--- src/rtl/spi_port_pkg.sv ---
package spi_port_pkg;

    typedef enum logic [2:0] {
        ST_IDLE,
        ST_M_LEAD,
        ST_M_TRAIL,
        ST_S_XFER,
        ST_DONE
    } xfer_state_t;

    localparam logic [1:0] ADDR_DATA = 2'd0;
    localparam logic [1:0] ADDR_CTRL = 2'd1;
    localparam logic [1:0] ADDR_STAT = 2'd2;

    typedef struct packed {
        logic [1:0] rate;
        logic       cpol;
        logic       slave;
        logic       en;
    } ctrl_t;

    localparam int CTRL_W = $bits(ctrl_t);

endpackage

--- src/rtl/spi_rate_div.sv ---
module spi_rate_div #(
    parameter int DIV0 = 4,
    parameter int DIV1 = 16,
    parameter int DIV2 = 64
) (
    input  logic       clk,
    input  logic       rst_n,
    input  logic       run,
    input  logic [1:0] rate,
    output logic       tick
);
    localparam int HMAX = DIV2 / 2;
    localparam int CW   = $clog2(HMAX) + 1;

    logic [CW-1:0] cnt_q;
    logic [CW-1:0] half;

    always_comb begin
        unique case (rate)
            2'd0:    half = CW'(DIV0 / 2);
            2'd1:    half = CW'(DIV1 / 2);
            default: half = CW'(DIV2 / 2);
        endcase
    end

    assign tick = run && (cnt_q >= half - CW'(1));

    always_ff @(posedge clk or negedge rst_n) begin
        if (!rst_n)      cnt_q <= '0;
        else if (!run)   cnt_q <= '0;
        else if (tick)   cnt_q <= '0;
        else             cnt_q <= cnt_q + CW'(1);
    end


    tick_spacing_chk: assert property (@(posedge clk) disable iff (!rst_n)
        (run && $past(run) && $past(tick)) |-> !tick || half == CW'(1));

endmodule

--- src/rtl/spi_sync.sv ---
module spi_sync #(
    parameter int             W   = 3,
    parameter logic [W-1:0]   RST = '0
) (
    input  logic         clk,
    input  logic         rst_n,
    input  logic [W-1:0] d,
    output logic [W-1:0] q
);
    for (genvar i = 0; i < W; i++) begin : g_bit
        logic s1_q, s2_q;
        always_ff @(posedge clk or negedge rst_n) begin
            if (!rst_n) begin
                s1_q <= RST[i];
                s2_q <= RST[i];
            end else begin
                s1_q <= d[i];
                s2_q <= s1_q;
            end
        end
        assign q[i] = s2_q;
    end
endmodule

--- src/rtl/spi_port.sv ---
module spi_port
    import spi_port_pkg::*;
#(
    parameter int DATA_W = 8,
    parameter int DIV0   = 4,
    parameter int DIV1   = 16,
    parameter int DIV2   = 64
) (
    input  logic              clk,
    input  logic              rst_n,
    input  logic              reg_wr,
    input  logic [1:0]        reg_addr,
    input  logic [DATA_W-1:0] reg_wdata,
    output logic [DATA_W-1:0] reg_rdata,
    output logic              irq,
    output logic              sck_o,
    output logic              sck_oe,
    input  logic              sck_i,
    input  logic              ss_n_i,
    output logic              sdo_o,
    input  logic              sdi_i
);
    localparam int BCW = $clog2(DATA_W);

    xfer_state_t state_q, state_d;
    ctrl_t       ctrl_q;
    logic [DATA_W-1:0] buf_q;
    logic [BCW-1:0]    bitcnt_q;
    logic phase_q, sdo_q, done_q, wcol_q;

    logic tick, busy, last_bit;
    logic data_wr, ctrl_wr, stat_wr;
    logic lead_ev, trail_ev;

    // synchronized slave inputs: {sdi, ss_n, sck}
    logic [2:0] sync_q;
    logic       sck_s, ss_s, sdi_s, sck_prev_q;
    logic       s_lead, s_trail;

    spi_sync #(.W(3), .RST(3'b010)) u_sync (
        .clk  (clk),
        .rst_n(rst_n),
        .d    ({sdi_i, ss_n_i, sck_i}),
        .q    (sync_q)
    );
    assign sck_s = sync_q[0];
    assign ss_s  = sync_q[1];
    assign sdi_s = sync_q[2];

    spi_rate_div #(.DIV0(DIV0), .DIV1(DIV1), .DIV2(DIV2)) u_div (
        .clk  (clk),
        .rst_n(rst_n),
        .run  (state_q == ST_M_LEAD || state_q == ST_M_TRAIL),
        .rate (ctrl_q.rate),
        .tick (tick)
    );

    assign data_wr  = reg_wr && reg_addr == ADDR_DATA;
    assign ctrl_wr  = reg_wr && reg_addr == ADDR_CTRL;
    assign stat_wr  = reg_wr && reg_addr == ADDR_STAT;
    assign busy     = state_q != ST_IDLE;
    assign last_bit = bitcnt_q == BCW'(DATA_W - 1);

    assign s_lead  = (sck_s != sck_prev_q) && (sck_s != ctrl_q.cpol);
    assign s_trail = (sck_s != sck_prev_q) && (sck_s == ctrl_q.cpol);

    // state register
    always_ff @(posedge clk or negedge rst_n) begin
        if (!rst_n) state_q <= ST_IDLE;
        else        state_q <= state_d;
    end

    // next state and per-cycle events
    always_comb begin
        state_d  = state_q;
        lead_ev  = 1'b0;
        trail_ev = 1'b0;
        unique case (state_q)
            ST_IDLE: begin
                if (ctrl_q.en && !ctrl_q.slave && data_wr) state_d = ST_M_LEAD;
                else if (ctrl_q.en && ctrl_q.slave && !ss_s) state_d = ST_S_XFER;
            end
            ST_M_LEAD: begin
                if (tick) begin
                    lead_ev = 1'b1;
                    state_d = ST_M_TRAIL;
                end
            end
            ST_M_TRAIL: begin
                if (tick) begin
                    trail_ev = 1'b1;
                    state_d  = last_bit ? ST_DONE : ST_M_LEAD;
                end
            end
            ST_S_XFER: begin
                if (ss_s) begin
                    state_d = ST_IDLE;
                end else if (s_lead) begin
                    lead_ev = 1'b1;
                end else if (s_trail) begin
                    trail_ev = 1'b1;
                    if (last_bit) state_d = ST_DONE;
                end
            end
            ST_DONE:  state_d = ST_IDLE;
            default:  state_d = ST_IDLE;
        endcase
        if (!ctrl_q.en) state_d = ST_IDLE;
    end

    // datapath and software-visible state
    always_ff @(posedge clk or negedge rst_n) begin
        if (!rst_n) begin
            ctrl_q     <= '0;
            buf_q      <= '0;
            bitcnt_q   <= '0;
            phase_q    <= 1'b0;
            sdo_q      <= 1'b0;
            done_q     <= 1'b0;
            wcol_q     <= 1'b0;
            sck_prev_q <= 1'b0;
        end else begin
            sck_prev_q <= sck_s;
            if (ctrl_wr) ctrl_q <= ctrl_t'(reg_wdata[CTRL_W-1:0]);

            if (data_wr && !busy)
                buf_q <= reg_wdata;
            else if (trail_ev)
                buf_q <= {buf_q[DATA_W-2:0], ctrl_q.slave ? sdi_s : sdi_i};

            if (state_q == ST_IDLE) bitcnt_q <= '0;
            else if (trail_ev)      bitcnt_q <= bitcnt_q + BCW'(1);

            if (lead_ev)                                phase_q <= 1'b1;
            else if (trail_ev || state_q == ST_IDLE)    phase_q <= 1'b0;

            if (lead_ev) sdo_q <= buf_q[DATA_W-1];

            if (state_q == ST_DONE)             done_q <= 1'b1;
            else if (stat_wr && reg_wdata[0])   done_q <= 1'b0;

            if (data_wr && busy)                wcol_q <= 1'b1;
            else if (stat_wr && reg_wdata[1])   wcol_q <= 1'b0;
        end
    end

    // outputs
    always_comb begin
        sck_oe = ctrl_q.en && !ctrl_q.slave;
        sck_o  = sck_oe ? (ctrl_q.cpol ^ phase_q) : ctrl_q.cpol;
        sdo_o  = sdo_q;
        irq    = done_q;
        unique case (reg_addr)
            ADDR_DATA: reg_rdata = buf_q;
            ADDR_CTRL: reg_rdata = DATA_W'(ctrl_q);
            ADDR_STAT: reg_rdata = DATA_W'({busy, wcol_q, done_q});
            default:   reg_rdata = '0;
        endcase
    end


    start_busy_chk: assert property (@(posedge clk) disable iff (!rst_n)
        (state_q == ST_IDLE && ctrl_q.en && !ctrl_q.slave && data_wr && !ctrl_wr)
        |=> reg_addr != ADDR_STAT || reg_rdata[2]);


    idle_level_chk: assert property (@(posedge clk) disable iff (!rst_n)
        (state_q == ST_IDLE && ctrl_q.en && !ctrl_q.slave) |-> sck_o == ctrl_q.cpol);


    flag_clear_chk: assert property (@(posedge clk) disable iff (!rst_n)
        $fell(irq) |-> $past(stat_wr && reg_wdata[0]));


    collision_chk: assert property (@(posedge clk) disable iff (!rst_n)
        (busy && data_wr) |=> wcol_q && $stable(buf_q) || $past(trail_ev));


    slave_no_drive_chk: assert property (@(posedge clk) disable iff (!rst_n)
        ctrl_q.slave |-> !sck_oe);


    select_abort_chk: assert property (@(posedge clk) disable iff (!rst_n)
        (state_q == ST_S_XFER && ss_s) |=> state_q == ST_IDLE && !$rose(irq));

endmodule

--- config.mk ---
export PLATFORM = sky130hd
export DESIGN_NAME = spi_port
export DESIGN_NICKNAME = d
export VERILOG_FILES = /design/src/rtl/spi_port_pkg.sv /design/src/rtl/spi_rate_div.sv /design/src/rtl/spi_sync.sv /design/src/rtl/spi_port.sv
export SDC_FILE = /design/constraint.sdc
export NUM_CORES = 1
export LEC_CHECK = 0
export BUFFER_PORTS_ARGS = -buffer_cell sky130_fd_sc_hd__buf_2
export CAP_MARGIN = 15
export CORE_ASPECT_RATIO = 1.4
export CORE_UTILIZATION = 56
export CTS_CLUSTER_SIZE = 16
export DETAILED_ROUTE_END_ITERATION = 8
export HOLD_SLACK_MARGIN = 0.06
export PLACE_DENSITY = 0.85
export SLEW_MARGIN = 25
export SYNTH_ARGS = -nofsm -noshare
export SYNTH_HDL_FRONTEND = slang
export SYNTH_SLANG_ARGS = --single-unit
export TNS_END_PERCENT = 5
--- constraint.sdc ---
create_clock -name clk -period 3.1 [get_ports clk]
set_clock_uncertainty 0.1 [all_clocks]
set_input_delay 0.31 -clock clk [delete_from_list [all_inputs] [get_ports clk]]
set_output_delay 0.31 -clock clk [all_outputs]
set_load 0.02 [all_outputs]
=== Yosys cells after proc, flatten, opt, wreduce, memory -nomap -nowiden ===
Index checks and enable logic that the tools add are counted.

* Register bits after elaboration: 36
* Input port bits: 16
* Output and inout bits: 12

* Reductions and logical operators: 29
* Bitwise gates (word level): 1
* Add/sub/neg operators: 3
* Equal/unequal tests: 17
* Multiplexer cells: 35
* Magnitude comparators: 1

{| class="wikitable"
|+ Operators by type and width
! cell !! number
|-
| $mux W3 || 12
|-
| $pmux W8 S3 || 1
|-
| $mux W8 || 2
|-
| $logic_and A1 B1 Y1 || 14
|-
| $mux W1 || 14
|-
| $mux W6 || 2
|-
| $ne A4 B3 Y1 const B || 3
|-
| $pmux W3 S4 || 1
|-
| $pmux W6 S2 || 1
|-
| $reduce_bool A2 Y1 || 5
|-
| $add A6 B1 Y6 const B || 1
|-
| $eq A3 B2 Y1 const B || 2
|-
| $eq A3 B3 Y1 const B || 2
|-
| $ge A6 B6 Y1 || 1
|-
| $ne A3 B3 Y1 const B || 2
|-
| $reduce_and A6 Y1 || 1
|-
| $sub A6 B1 Y6 const B || 1
|-
| $eq A2 B1 Y1 const B || 2
|-
| $logic_not A2 Y1 || 2
|-
| $ne A4 B4 Y1 const B || 1
|-
| $pmux W1 S2 || 2
|-
| $add A3 B1 Y3 const B || 1
|-
| $eq A3 B1 Y1 const B || 1
|-
| $logic_not A1 Y1 || 3
|-
| other kinds (7) || 9
|}

=== Longest topological paths before layout ===
* Depth after elaboration: 10
* Gate-level depth with buffers: 9

=== Hierarchy ===
A second synthesis with hierarchy kept.

* Cells, all modules: 196
* Area total of the unflattened synthesis: 2024.4 µm²

{| class="wikitable"
|+ By module, submodules not included
! module !! area each (µm²) !! cells an instance !! instances
|-
| spi_port || 1485.2 || 150 || 1
|-
| spi_rate_div || 364.1 || 37 || 1
|-
| spi_sync || 175.2 || 9 || 1
|}

=== Worst setup path before layout ===
No wires, ideal clock.

* Kind: reg2reg
* From: reg ctrl_q[4] (netlist bit)
* To: reg buf_q[5]
* Library setup time: 0.137 ns
* Period minus slack after synthesis: 2.182 ns
* Slack: 0.918 ns
* Path buffers: 1
* Stages on the path, launching flop included: 10
* Arrival time: 1.945 ns
* Cells stage by stage: dfrtp_1 inv_1 ha_1 a21o_1 a21oi_2 o21ai_2 a31oi_4 buf_6 mux2i_1 a21oi_1

* Longest elaborated chain between the ends: 8
* Elaborated cells on any way between the ends: 9

{| class="wikitable"
|+ Ends and longest elaborated chain
! what !! line !! text
|-
| from (decl) || spi_port.sv:26 || <nowiki>ctrl_t ctrl_q;</nowiki>
|-
| from (signal assigned) || spi_port.sv:124 || <nowiki>if (ctrl_wr) ctrl_q <= ctrl_t'(reg_wdata[CTRL_W-1:0]);</nowiki>
|-
| $eq A2 B1 Y1 or $logic_not A2 Y1 (tied branches) || spi_rate_div.sv:19 || <nowiki>unique case (rate)</nowiki>
|-
| $pmux W6 S2 (*) || spi_rate_div.sv:19 ||
|-
| $sub A6 B1 Y6 (*) || spi_rate_div.sv:26 || <nowiki>assign tick = run && (cnt_q >= half - CW'(1));</nowiki>
|-
| $ge A6 B6 Y1 (*) || spi_rate_div.sv:26 ||
|-
| $logic_and A1 B1 Y1 (*) || spi_rate_div.sv:26 ||
|-
| $mux W1 (*) || spi_port.sv:90 || <nowiki>if (tick) begin</nowiki>
|-
| $pmux W1 S2 (*) || spi_port.sv:78 || <nowiki>unique case (state_q)</nowiki>
|-
| $reduce_bool A2 Y1 (no line) (*) || n/a ||
|-
| to (signal assigned) || spi_port.sv:127 || <nowiki>buf_q <= reg_wdata;</nowiki>
|-
| to (signal assigned) || spi_port.sv:129 || <nowiki>buf_q <= {buf_q[DATA_W-2:0], ctrl_q.slave ? sdi_s : sdi_i};</nowiki>
|-
| to (decl) || spi_port.sv:27 || <nowiki>logic [DATA_W-1:0] buf_q;</nowiki>
|}

Mark *: on every way between the ends. The rest lies on a longest branch, timed or not.
A chain may end at the register's enable or synchronous reset.

=== Final worst setup path ===
* From: reg ctrl_q[4] (netlist bit)
* To: reg buf_q[3]

The elaborated chain is that of the path after synthesis.

==> results by group <==
Status
  • Status: finished, final reports clean

Clock network
  • CTS H-tree lvls: 2
  • CTS Sinks: 36
  • TritonCTS Buffers: 5
  • Clk buf depth: 2
  • Clk_lat worst skew: 0.29 ns
  • Clock root buffer: clkbuf_8
  • Clk slew on worst S/H paths: 0.07 ns
  • CTS tree: built

Logic synthesis
  • Mean Syn Cell Area: roughly 10 sq um
  • Leading area contributor after synthesis: dfrtp_1
  • Most numerous cell in the Yosys netlist: dfrtp_1
  • Multiplexer share of the synthesized area: 0.09394
  • Synth Area in Compound Gates: 0.1419
  • Mapped cell area: approximately 1900 sq um
  • Register area share after synthesis: 0.4810
  • Synthesis-stage register bit count: 36
  • Post-synth EDFFs: 0
  • Async S/R FF share, synth: 1.000
  • Synth top area cells: dfrtp_1 (45%), mux2i_1 (6.4%), nor2_1 (4.6%)
  • Synth Area in Simple Gates: 0.1792
  • Synth warn: 0
  • XOR/XNOR Fraction of Synth Area: 0.03264
  • Post-synth cell types: 46
  • Top FF cell, synth: dfrtp_1
  • Synth Area in Adders: 0.03997
  • Largest family of logic cells by synthesized area: simple AND/OR/NAND/NOR gates
  • Top-area cell type share of the netlist area: 0.4530
  • Syn_nets: about 200
  • Most frequent cells after synthesis: dfrtp_1 (34), nor2_1 (23), nand2_1 (16)
  • Post-Syn Instances: approximately 180

Detailed routing
  • Iter 0 DRT Violations: 45
  • Met1 wire length: between 1500 and 2000 microns
  • Top sig layer: met4
  • Vias per cell: roughly 5.6
  • First-pass iteration count of the detailed router: 4
  • Routed wire per std cell: 15.04 microns
  • Met2 WL: approximately 2000 microns
  • ANT nets after route: 0
  • Total wire length: between 3000 and 4000 microns
  • Met3 wire length: ~150 microns
  • DR vias: approximately 1400
  • Post-route DRC: 0

Timing
  • Max-slew violation count: 0
  • Period utilization: 0.7903
  • Max Freq: 408.2 MHz
  • Sum of negative setup slack: 0 ns
  • Worst slew pin tran: about 0.80 ns
  • WHS: 0.1794 ns
  • Slew headroom: 0.4698
  • Endpoints failing setup: 0
  • RSZ-0062 raised after global routing: no
  • Crit path time final: about 2.4 ns
  • Final Hold Fails: 0

Setup path
  • Crit path capture type: flip-flop
  • Crit path arrival time: 2.50 ns
  • WS Path Type: reg -> reg
  • Largest fanout on the critical path: 14
  • Critical Path RT: approximately 3.2 ns
  • Startpoint Class: flip-flop
  • Reg2reg path depth: 8

GRT
  • First-pass GRT wire length: roughly 6700 microns
  • Pin count of the biggest net entering global routing: 37
  • Initial antenna violation count: 0
  • Vias in the first global route: roughly 1500
  • Gr usage total: 0.2558
  • Total grt overflow: 0

Min path
  • Hold WC Path Type: in -> reg
  • Hold path depth: 2

Floorplanning
  • Initial core utilization: 0.5956
  • Die Wd: 50.95 microns
  • IO Pins: 28
  • Core ar.: about 3200 sq um
  • Core Rows: 24
  • Die Area: between 3000 and 4000 sq um
  • Die Height: ~71 microns

Final layout
  • Layout area overhead: 15.52%
  • Diode count: 0
  • Share of cells above drive strength 1: 0.2453
  • Layout Nets: approximately 230

Power
  • Peak VDD IR: roughly 660 uV
  • Reg power frac: 0.438
  • Switching share of power: 0.3630
  • Int Pwr: slightly below 1 mW
  • Power share of the clock group: 0.230
  • Psw: 564.1 uW
  • P_leak: 1.092 nW
  • Pwr dens: just over 700 nW/um^2
  • Share of total power in combinational logic: 0.331

Job
  • Max Cap Viol: 0

Place
  • Port buffer count: 27
  • GPL Wtd Cong: between 0.7 and 0.8
  • Hpwl dp: between 2000 and 3000 microns
## layout make-up
class / instances / area (sq um)
Sequential cell: 36 / 903.4
Clock buffer: 8 / 100.1
Fill cell: 257 / 983.4
Timing Repair Buffer: 31 / 175.2
Tap cell: 39 / 48.80
Inverter: 6 / 22.52
Multi-Input combinational cell: 131 / 919.6
## metrics by stage
step                        util  setup slack (ns)  std cells  cell area (sq um)  total power, mW
after global placement    0.6437            0.7459        239               2029            1.171
after CTS                 0.6881            0.6366        251               2170            1.571
after floorplan                -            0.9179        179               1878            1.059
after global routing      0.6881            0.4420        251               2170            1.657
final                     0.6881            0.6501        251               2170            1.554
after detailed placement  0.6437            0.6584        239               2029            1.200
## worst max-delay path, cell delays in order, from the launching register on
cell,delay (ns)
dfrtp_1,0.44
inv_1,0.07
ha_1,0.32
a21o_1,0.20
a21oi_2,0.23
o21ai_2,0.12
a31oi_4,0.48
mux2i_1,0.25
a21oi_1,0.08
## per-layer routing
layer,vias up,track usage
met5,-,0
met4,0,0.1358
li1,681,-
met1,682,0.2791
met2,42,0.4459
met3,7,0.05882
## path summary, 6_finish.rpt
kind | from | end | slack [ns]
min in group asynchronous | rst_n | ctrl_q[3] | 0.54
worst max register to register | ctrl_q[4] | buf_q[3] | 0.65
worst max-delay path | ctrl_q[4] | buf_q[3] | 0.65
max in group asynchronous | rst_n | phase_q | 1.86
worst min-delay path | reg_wdata[4] | ctrl_q[4] | 0.18
worst min register to register | u_sync.g_bit[0].s1_q | u_sync.g_bit[0].s2_q | 0.25
## registers in the layout, indices dropped and copies added (netlist names)
signal and count:
buf_q 8, wcol_q 1, irq 1, u_div.cnt_q 6, sdo_o 1, u_sync.g_bit.s2_q 3
ctrl_q 5, u_sync.g_bit.s1_q 3, phase_q 1, bitcnt_q 3, state_q 3, sck_prev_q 1
## timing repair
| item | 4_1_cts | 5_1_grt |
|---|---|---|
| hold endpoints to repair | 37 | 0 |
| hold buffers | 4 | 0 |
| setup buffers | 0 | 0 |
| resized for setup | 0 | 0 |
## cells by family after synthesis
kind of cell | Yosys count
other | 1
and+or+nand+nor | 67
buffers and inverters | 12
DFF | 36
AOI/OAI and AO/OA | 33
xor gates and xnor gates | 7
adders and majority gates | 6
muxes | 17
## cells in the final DEF (no fill, tap or decap), types with 2 or more instances in the layout
cell type,Yosys,routed
a21o_1,2,2
a21oi_1,9,9
a21oi_2,2,2
and2_1,4,4
buf_2,1,27
clkbuf_8,0,7
dfrtp_1,34,34
dfstp_2,2,2
dlygate4sd3_1,0,4
ha_1,6,6
inv_1,6,6
mux2_2,5,5
mux2i_1,12,12
nand2_1,16,16
nand2b_1,2,2
nand3_1,7,7
nor2_1,23,23
nor2b_1,6,6
o21ai_0,6,6
xnor2_1,3,3
xor2_1,4,4
## power by group through the flow
stage | clock network, mW | registers, mW | logic [mW]
3_5_place_dp | 0 | 0.688 | 0.512
3_3_place_gp | 0 | 0.678 | 0.493
2_1_floorplan | 0 | 0.646 | 0.413
4_1_cts | 0.372 | 0.680 | 0.519
6_report | 0.358 | 0.681 | 0.515
5_1_grt | 0.389 | 0.698 | 0.570
Note: power is estimated with default switching activity, not from simulation.
